==> config.mk <==
export PLATFORM = sky130hd
export DESIGN_NAME = fwft_fifo
export DESIGN_NICKNAME = d
export VERILOG_FILES = /design/src/rtl/fwft_pkg.sv /design/src/rtl/fwft_store.sv /design/src/rtl/fwft_ptrs.sv /design/src/rtl/fwft_head.sv /design/src/rtl/fwft_fifo.sv
export SDC_FILE = /design/constraint.sdc
export NUM_CORES = 1
export LEC_CHECK = 0
export ABC_AREA = 1
export BUFFER_PORTS_ARGS = -buffer_cell sky130_fd_sc_hd__buf_4
export CORE_MARGIN = 1.5
export CORE_UTILIZATION = 45
export DETAILED_ROUTE_END_ITERATION = 6
export SYNTH_ARGS = -nofsm -noshare
export SYNTH_HDL_FRONTEND = slang
export SYNTH_SLANG_ARGS = --single-unit
==> constraint.sdc <==
create_clock -name clk -period 8.39 [get_ports clk]
set_clock_uncertainty 0.2 [all_clocks]
set_input_delay 1.2585 -clock clk [delete_from_list [all_inputs] [get_ports clk]]
set_output_delay 1.2585 -clock clk [all_outputs]
set_load 0.03 [all_outputs]
==> src/rtl/fwft_pkg.sv <==
package fwft_pkg;

    // Which register is driving the head word.
    typedef enum logic {
        SRC_ARRAY  = 1'b0,
        SRC_BYPASS = 1'b1
    } head_src_e;

    // Per-cycle decisions taken by the top-level control.
    typedef struct packed {
        logic push;    // word goes into the storage array
        logic fetch;   // array read issued, head reloads next edge
        logic bypass;  // write word goes straight into the head stage
        logic pop;     // consumer takes the head word
    } fwft_ctl_t;

    // Circular index increment for any depth.
    function automatic int next_idx(input int idx, input int depth);
        return (idx == depth - 1) ? 0 : idx + 1;
    endfunction

endpackage

==> src/rtl/fwft_store.sv <==
module fwft_store #(
    parameter int DATA_W = 33,
    parameter int DEPTH  = 8,
    localparam int AW    = (DEPTH > 1) ? $clog2(DEPTH) : 1
) (
    input  logic              clk,
    input  logic              wr_en,
    input  logic [AW-1:0]     wr_addr,
    input  logic [DATA_W-1:0] wr_word,
    input  logic              rd_en,
    input  logic [AW-1:0]     rd_addr,
    output logic [DATA_W-1:0] rd_word
);

    logic [DATA_W-1:0] cells [DEPTH];

    // Write port
    always_ff @(posedge clk) begin
        if (wr_en) begin
            cells[wr_addr] <= wr_word;
        end
    end

    // Registered read port: data only after an edge
    always_ff @(posedge clk) begin
        if (rd_en) begin
            rd_word <= cells[rd_addr];
        end
    end

endmodule

==> src/rtl/fwft_ptrs.sv <==
module fwft_ptrs
    import fwft_pkg::*;
#(
    parameter int DEPTH = 8,
    localparam int AW   = (DEPTH > 1) ? $clog2(DEPTH) : 1,
    localparam int CW   = $clog2(DEPTH + 1)
) (
    input  logic          clk,
    input  logic          rst,
    input  logic          push,
    input  logic          fetch,
    output logic [AW-1:0] wr_addr,
    output logic [AW-1:0] rd_addr,
    output logic [CW-1:0] mem_count,
    output logic          mem_full,
    output logic          mem_empty
);

    logic [AW-1:0] wr_ptr_q, rd_ptr_q;
    logic [CW-1:0] cnt_q;

    always_ff @(posedge clk) begin
        if (rst) begin
            wr_ptr_q <= '0;
            rd_ptr_q <= '0;
            cnt_q    <= '0;
        end else begin
            if (push) begin
                wr_ptr_q <= AW'(next_idx(int'(wr_ptr_q), DEPTH));
            end
            if (fetch) begin
                rd_ptr_q <= AW'(next_idx(int'(rd_ptr_q), DEPTH));
            end
            case ({push, fetch})
                2'b10:   cnt_q <= cnt_q + CW'(1);
                2'b01:   cnt_q <= cnt_q - CW'(1);
                default: cnt_q <= cnt_q;
            endcase
        end
    end

    assign wr_addr   = wr_ptr_q;
    assign rd_addr   = rd_ptr_q;
    assign mem_count = cnt_q;
    assign mem_full  = (cnt_q == CW'(DEPTH));
    assign mem_empty = (cnt_q == '0);

    // Array is never written past its depth
    p_no_overflow_r6: assert property (@(posedge clk) disable iff (rst)
        mem_full |-> !push);

    // Array is never read when it holds nothing
    p_no_underflow_r5: assert property (@(posedge clk) disable iff (rst)
        mem_empty |-> !fetch);

    // Count never exceeds the array depth
    p_count_bound_r8: assert property (@(posedge clk) disable iff (rst)
        cnt_q <= CW'(DEPTH));

endmodule

==> src/rtl/fwft_head.sv <==
module fwft_head
    import fwft_pkg::*;
#(
    parameter int DATA_W = 33
) (
    input  logic              clk,
    input  logic              rst,
    input  fwft_ctl_t         ctl,
    input  logic [DATA_W-1:0] byp_word,
    input  logic [DATA_W-1:0] arr_word,
    output logic              head_valid,
    output logic [DATA_W-1:0] head_word
);

    logic              valid_q;
    head_src_e         src_q;
    logic [DATA_W-1:0] byp_q;

    always_ff @(posedge clk) begin
        if (rst) begin
            valid_q <= 1'b0;
            src_q   <= SRC_ARRAY;
        end else begin
            if (ctl.fetch || ctl.bypass) begin
                valid_q <= 1'b1;
            end else if (ctl.pop) begin
                valid_q <= 1'b0;
            end
            if (ctl.bypass) begin
                src_q <= SRC_BYPASS;
            end else if (ctl.fetch) begin
                src_q <= SRC_ARRAY;
            end
        end
    end

    always_ff @(posedge clk) begin
        if (ctl.bypass) begin
            byp_q <= byp_word;
        end
    end

    assign head_valid = valid_q;
    assign head_word  = (src_q == SRC_BYPASS) ? byp_q : arr_word;

    // Only one source may reload the head in a cycle
    p_single_load_r7: assert property (@(posedge clk) disable iff (rst)
        !(ctl.fetch && ctl.bypass));

    // A head not taken stays put
    p_head_hold_r9: assert property (@(posedge clk) disable iff (rst)
        (valid_q && !ctl.pop) |=> (valid_q && $stable(head_word)));

    // The head is never reloaded while an untaken word sits there
    p_no_clobber_r9: assert property (@(posedge clk) disable iff (rst)
        (valid_q && !ctl.pop) |-> !(ctl.fetch || ctl.bypass));

endmodule

==> src/rtl/fwft_fifo.sv <==
module fwft_fifo
    import fwft_pkg::*;
#(
    parameter int DATA_W = 33,
    parameter int DEPTH  = 8,
    localparam int AW    = (DEPTH > 1) ? $clog2(DEPTH) : 1,
    localparam int CW    = $clog2(DEPTH + 1),
    localparam int CAP   = DEPTH + 1,
    localparam int LW    = $clog2(DEPTH + 2)
) (
    input  logic              clk,
    input  logic              rst,
    input  logic              wr_req,
    input  logic [DATA_W-1:0] wr_data,
    output logic              wr_ready,
    input  logic              rd_req,
    output logic              rd_valid,
    output logic [DATA_W-1:0] rd_data,
    output logic [LW-1:0]     level
);

    logic [AW-1:0]     wr_addr, rd_addr;
    logic [CW-1:0]     mem_count;
    logic              mem_full, mem_empty;
    logic              head_valid;
    logic [DATA_W-1:0] arr_word, head_word;
    logic              wr_fire, rd_fire;
    fwft_ctl_t         ctl;

    assign wr_fire = wr_req && !mem_full;
    assign rd_fire = rd_req && head_valid;

    always_comb begin
        ctl        = '0;
        ctl.pop    = rd_fire;
        ctl.bypass = wr_fire && rd_fire && mem_empty;
        ctl.push   = wr_fire && !ctl.bypass;
        ctl.fetch  = !mem_empty && (!head_valid || rd_fire);
    end

    fwft_ptrs #(.DEPTH(DEPTH)) u_ptrs (
        .clk      (clk),
        .rst      (rst),
        .push     (ctl.push),
        .fetch    (ctl.fetch),
        .wr_addr  (wr_addr),
        .rd_addr  (rd_addr),
        .mem_count(mem_count),
        .mem_full (mem_full),
        .mem_empty(mem_empty)
    );

    fwft_store #(.DATA_W(DATA_W), .DEPTH(DEPTH)) u_store (
        .clk    (clk),
        .wr_en  (ctl.push),
        .wr_addr(wr_addr),
        .wr_word(wr_data),
        .rd_en  (ctl.fetch),
        .rd_addr(rd_addr),
        .rd_word(arr_word)
    );

    fwft_head #(.DATA_W(DATA_W)) u_head (
        .clk       (clk),
        .rst       (rst),
        .ctl       (ctl),
        .byp_word  (wr_data),
        .arr_word  (arr_word),
        .head_valid(head_valid),
        .head_word (head_word)
    );

    assign wr_ready = !mem_full;
    assign rd_valid = head_valid;
    assign rd_data  = head_word;
    assign level    = LW'(mem_count) + LW'(head_valid);

    // First word into an empty FIFO is not valid after one edge
    p_first_latency_r2: assert property (@(posedge clk) disable iff (rst)
        (level == '0 && wr_req) |=> !rd_valid);

    // Back-to-back reads sustain when two or more words are held
    p_stream_r4: assert property (@(posedge clk) disable iff (rst)
        (rd_req && rd_valid && level >= LW'(2)) |=> rd_valid);

    // Read while not readable leaves occupancy alone
    p_ignore_read_r5: assert property (@(posedge clk) disable iff (rst)
        (rd_req && !rd_valid && !wr_req) |=> (level == $past(level)));

    // Write while full leaves occupancy alone
    p_ignore_write_r6: assert property (@(posedge clk) disable iff (rst)
        (wr_req && !wr_ready && !rd_req) |=> (level == $past(level)));

    // One word held, read and write together: new word falls through
    p_fall_through_r7: assert property (@(posedge clk) disable iff (rst)
        (level == LW'(1) && rd_valid && rd_req && wr_req)
            |=> (rd_valid && rd_data == $past(wr_data)));

    // Full flag matches total occupancy including the head stage
    p_full_level_r8: assert property (@(posedge clk) disable iff (rst)
        (!wr_ready) == (level == LW'(CAP)));

endmodule

# ---- Yosys cells after proc, flatten, opt, wreduce, memory -nomap -nowiden
# Memory sizes are Yosys's and may differ from the RTL's. A register that Yosys moved wholly into a read port is not among the register bits.
# Cells that the tools add are included.
dict set report classes {
  n_eq_ne 5
  muxes 10
  reduce_logical 16
  n_addsub 5
}
# op count
set ops {}
lappend ops {{$mux W33} 1}
lappend ops {{$pmux W4 S2} 1}
lappend ops {{$add A3 B1 Y3 const B} 2}
lappend ops {{$eq A3 B1 Y1 const B} 2}
lappend ops {{$logic_and A1 B1 Y1} 6}
lappend ops {{$mux W1} 6}
lappend ops {{$mux W3} 2}
lappend ops {{$reduce_bool A2 Y1} 3}
lappend ops {{$add A4 B1 Y4} 1}
lappend ops {{$add A4 B1 Y4 const B} 1}
lappend ops {{$eq A4 B4 Y1 const B} 1}
lappend ops {{$logic_not A1 Y1} 4}
lappend ops {{$logic_not A4 Y1} 1}
lappend ops {{$sub A4 B1 Y4 const B} 1}
lappend ops {{$eq A2 B1 Y1 const B} 1}
lappend ops {{$eq A2 B2 Y1 const B} 1}
lappend ops {{$logic_or A1 B1 Y1} 2}
dict set report word_totals {
  n_memories 1
  register_bits 45
  output_inout_bits 39
  wordCells 43
  input_bits 37
  ramBits 264
}
# memory depth width read_ports rd_clocked_by_memory_dff wr line
set mem_list {}
lappend mem_list {u_store.cells 8 33 1 1 1 fwft_store.sv:15} ;# logic [DATA_W-1:0] cells [DEPTH];

# ---- Logic depth before layout (Yosys ltp)
dict set report logic_depth {
  word_depth 9
  ltp_mapped 15
  mapped_depth_nobuf 15
}

# ---- By module
# A second synthesis with hierarchy kept.
dict set report unflattened {
  hier_cells 1433
  area_unflattened_um2 14749.1
}
# module instances seq_area_each_um2 cells_each area_each_um2
set modules_own_cells {}
lappend modules_own_cells {fwft_store 1 8918.6 1192 12557.0}
lappend modules_own_cells {fwft_head 1 1031.0 149 1534.0}
lappend modules_own_cells {fwft_ptrs 1 200.2 73 558.0}
lappend modules_own_cells {fwft_fifo 1 0.0 19 100.1}

# ---- Least setup slack after synthesis
# Ideal clock, no wire load.
dict set report synth_path {
  path_kind {input-to-reg}
  start {input rd_req}
  end {memory u_store.cells[1][0] (enable)}
  arrival_ns 3.014
  setup_time_ns 0.423
  cell_stages 5
  path_buffers 0
  setup_slack_ns 4.753
  cell_sequence {nand4_2 -> nand2_4 -> inv_2 -> nand2_1 -> nor2_1}
}
dict set report synth_via {
  elab_chain_cells 7
}
# element line
set synth_lines {}
lappend synth_lines {{from (decl)} fwft_fifo.sv:16} ;# input logic rd_req,
lappend synth_lines {{$logic_and A1 B1 Y1} fwft_fifo.sv:31} ;# assign rd_fire = rd_req && head_valid;
lappend synth_lines {{$logic_and A1 B1 Y1 (2 in series)} fwft_fifo.sv:36} ;# ctl.bypass = wr_fire && rd_fire && mem_empty;
lappend synth_lines {{$logic_not A1 Y1} fwft_fifo.sv:37} ;# ctl.push = wr_fire && !ctl.bypass;
lappend synth_lines {{$logic_and A1 B1 Y1} fwft_fifo.sv:37}
lappend synth_lines {{$mux W1} fwft_store.sv:19} ;# if (wr_en) begin
lappend synth_lines {{$mux W1 (implied by the code)} fwft_store.sv:20} ;# cells[wr_addr] <= wr_word;
lappend synth_lines {{to (decl)} fwft_store.sv:15}
# Every way passes these cells.

# ---- Final worst setup path
dict set report layout_path {
  start {register u_head.src_q}
  end {output rd_data[21]}
}
dict set report layout_via {
  elab_chain_cells 1
}
# element line
set layout_lines {}
lappend layout_lines {{from (decl)} fwft_head.sv:16} ;# head_src_e src_q;
lappend layout_lines {{from (signal assigned)} fwft_head.sv:22} ;# src_q <= SRC_ARRAY;
lappend layout_lines {{from (signal assigned)} fwft_head.sv:30} ;# src_q <= SRC_BYPASS;
lappend layout_lines {{from (signal assigned)} fwft_head.sv:32} ;# src_q <= SRC_ARRAY;
lappend layout_lines {{$mux W33} fwft_head.sv:44} ;# assign head_word = (src_q == SRC_BYPASS) ? byp_q : arr_word;
lappend layout_lines {{to (decl)} fwft_fifo.sv:18} ;# output logic [DATA_W-1:0] rd_data,
# Every way passes these cells.

==> flow_metrics.py <==
metrics = {
    "critical_path": {
        "critPathKind": "register to output pin",
        "cp_data_required_time_ns": 6.93,
        "cp_max_fo": 34,
        "crit_arrival_ns": 2.10,
        "startpoint_type": "register",
        "r2r_slack_ns": 5.59,
        "worstSetupEndpointType": "output pin",
    },
    "timing": {
        "max_freq_mhz": 281,
        "post-route-period-util_pct": 42.4,
        "tightest_slew_ns": 1.16,
        "hold_viol": 0,
        "setup_tns_ns": 0,
        "setup_slack_ns": 4.83,
        "rsz0062_at_grt": "false",
        "max_slew_margin_pct": 22.4,
        "final.min_clock_period_ns": 3.56,
        "whs_ns": 0.332,
        "setup-violations-final": 0,
        "drv_slew": 0,
    },
    "synthesis": {
        "netlist-cell-type-count": 33,
        "synth_top_area_share_pct": 73.6,
        "synthAdderAreaFrac_pct": 0.837,
        "synthTopCellsByArea": "edfxtp_1 (74%), nor2_1 (4.1%), nand2_1 (3.3%)",
        "synthSimpleGateAreaFrac_pct": 8.23,
        "ys_async_sr_fraction_pct": 0,
        "synth_edf_count": 330,
        "synth-compound-area-share_pct": 7.07,
        "yosysSeqAreaShare_pct": 75.4,
        "ys.flop_type": "edfxtp_1",
        "yosys-mux-area-fraction_pct": 5.22,
        "synth_top_family_by_area": "simple AND/OR/NAND/NOR gates",
        "ys_ff_latch": 342,
        "synth_top_area_cell": "edfxtp_1",
        "ys_warn_count": 0,
        "synth_nets": 1002,
        "synthXorXnorAreaFrac_pct": 0.325,
        "syn_inst": 956,
        "avgSynthCellArea_um2": 14.1,
        "syn_area_um2": 13500,
    },
    "global_route": {
        "grt_pass1_vias": 7322,
        "grt_max_degree": 104,
        "overflow": 0,
        "grtUsageTotal_pct": 16.7,
        "grt_pass1_wl_um": 39800,
        "antenna_found_initial": 0,
    },
    "clocking": {
        "insertion_delay_ns": 0.50,
        "cts_tree": "built",
        "post-cts-setup-buffers": 0,
        "ctsHoldBuffers": 0,
        "cts_root_buf": "clkbuf_16",
        "cts_resized": 0,
        "clkTransAtPathRegs_ns": 0.06,
        "cts_sinks": 342,
        "h-tree-depth": 2,
        "clock_path_buffers": 3,
        "cts_buffers": 37,
    },
    "run_status": {
        "status": "complete, no violations",
    },
    "cells_and_area": {
        "area_growth_pct": 14.4,
        "drive_gt1_share_pct": 17.6,
        "diodes": 0,
        "layout.nets": 1072,
        "nFillCells": 2467,
    },
    "routing": {
        "route.detailed.drc": 0,
        "drtPass1Iterations": 5,
        "vias_per_cell": 5.11,
        "postRouteAntennaNets": 0,
        "drt-initial-drc-count": 593,
        "avgRoutedWirePerCell_um": 17.4,
        "vias": 7341,
        "wirelength_um": 25000,
    },
    "power_and_ir_drop": {
        "netSwitchingPower_mw": 1.79,
        "power_frac_clock_pct": 27.1,
        "p_comb_share_pct": 30.0,
        "swShare_pct": 33.2,
        "powerDensity_nw_per_um2": 350,
        "ir_drop_v": 0.000237,
        "power_frac_seq_pct": 42.9,
        "power.internal_mw": 3.60,
        "leakagePower_nw": 5.33,
        "total_power_mw": 5.39,
    },
    "floorplanning": {
        "rows": 63,
        "dieArea_um2": 30900,
        "fp.dieH_um": 176,
        "initial_core_util_pct": 45.5,
        "core_region_area_um2": 29600,
        "io_pins": 76,
        "fp.dieW_um": 176,
    },
    "run": {
        "maxCapViolCount": 0,
    },
    "placement": {
        "place_congestion": 0.716,
        "numPortBuffers": 75,
        "place_hpwl_um": 13200,
        "pre_cts_ws_ns": 4.79,
    },
    "min_path": {
        "min_path_type": "register to register",
    },
}
cells in the mapped netlist (2+ instances only):
cell / number
xor2_1: 3
buf_6: 7
mux2i_1: 33
xnor2_1: 2
dfxtp_1: 12
clkbuf_1: 16
buf_2: 21
buf_1: 3
mux2_2: 33
nand3_1: 6
inv_2: 4
o22ai_1: 33
a21oi_1: 8
o21ai_0: 72
o21ai_1: 66
nor2_1: 147
edfxtp_1: 330
buf_4: 3
inv_1: 14
nor2_2: 6
nand2_1: 117
ha_1: 9
per-layer routing:
layer	up-vias	track usage [%]	wire [um]
li1	3613	-	-
met1	3548	22.2	11300
met2	142	28.5	12100
met3	38	2.60	1010
met4	0	4.52	485
met5	-	0	0
final timing paths:
check / depth (start not counted) / end / start
setup / recovery: 2 / rd_data[21] / u_head.src_q
setup reg to reg: 6 / u_store.rd_word[32] / u_ptrs.rd_addr[0]
hold / removal: 2 / u_ptrs.wr_addr[0] / u_ptrs.wr_addr[0]
hold reg to reg: 2 / u_ptrs.wr_addr[0] / u_ptrs.wr_addr[0]
power groups by stage:
stage | clock network (mW) | registers, mW | logic [mW]
5_1_grt | 1.56 | 2.34 | 1.82
3_3_place_gp | 0 | 2.35 | 1.62
3_5_place_dp | 0 | 2.35 | 1.64
2_1_floorplan | 0 | 2.26 | 1.28
4_1_cts | 1.50 | 2.32 | 1.65
6_report | 1.46 | 2.31 | 1.62
cell usage in the layout (no fill, tap or decap):
cell        synthesis  routed
a211oi_1            1       1
a21oi_1             8       8
a31oi_1             1       1
buf_4               3      83
bufinv_16           0       2
clkbuf_1           16       9
clkbuf_16           0      37
clkinv_1            1       6
clkinv_2            1       5
clkinv_4            0       1
clkinvlp_4          0       1
dfxtp_1            12       9
dfxtp_2             0       1
dfxtp_4             0       2
edfxtp_1          330     330
ha_1                9       9
inv_1              14      14
inv_2               4       4
mux2_2             33      33
mux2i_1            33      33
nand2_1           117     117
nand2_2             1       1
nand2_4             1       1
nand3_1             6       6
nand3_2             1       1
nand4_2             1       1
nor2_1            147     143
nor2_2              6       1
nor2_4              0       9
o21ai_0            72      72
o21ai_1            66      66
o22ai_1            33      33
or2_4               1       1
xnor2_1             2       2
xor2_1              3       3
layout make-up:
| cell class | instances | area [um^2] | area share, % |
|---|---|---|---|
| inverter | 20 | 76.3 | 0.496 |
| clock buffer | 46 | 960 | 6.23 |
| sequential | 342 | 10200 | 66.0 |
| clock inverter | 13 | 115 | 0.748 |
| multi-input combinational | 542 | 2970 | 19.3 |
| timing repair buffer | 83 | 623 | 4.05 |
| tap | 390 | 488 | 3.17 |
critical path, cell delays in order (launching register included):
cell and delay (ns):
dfxtp_2 0.98, mux2_2 0.43, buf_4 0.17
flip-flops by register name, indices dropped and copies added (netlist names):
signal / flops
u_ptrs.mem_count: 4
u_ptrs.wr_addr: 3
u_store.cells: 264
u_head.src_q: 1
u_head.head_valid: 1
u_ptrs.rd_addr: 3
u_store.rd_word: 33
u_head.byp_q: 33
per-stage QoR:
stage | instances | util [%] | cell area (um^2)
3_3_place_gp | 1377 | 48.4 | 14300
2_1_floorplan | 956 | - | 13500
3_5_place_dp | 1377 | 48.4 | 14300
5_1_grt | 1436 | 52.1 | 15400
4_1_cts | 1436 | 52.1 | 15400
6_report | 1436 | 52.1 | 15400
cells by family (layout without fill, tap and decap cells):
logic type	count (synthesis)	in the layout
multiplexers	66	66
AO/OA/AOI/OAI	181	181
flip-flops	342	342
adder cells (fa/ha/maj)	9	9
XOR/XNOR	5	5
buffers and inverters	72	162
AND/OR/NAND/NOR	281	281
Note: power is estimated with default switching activity, not from simulation.
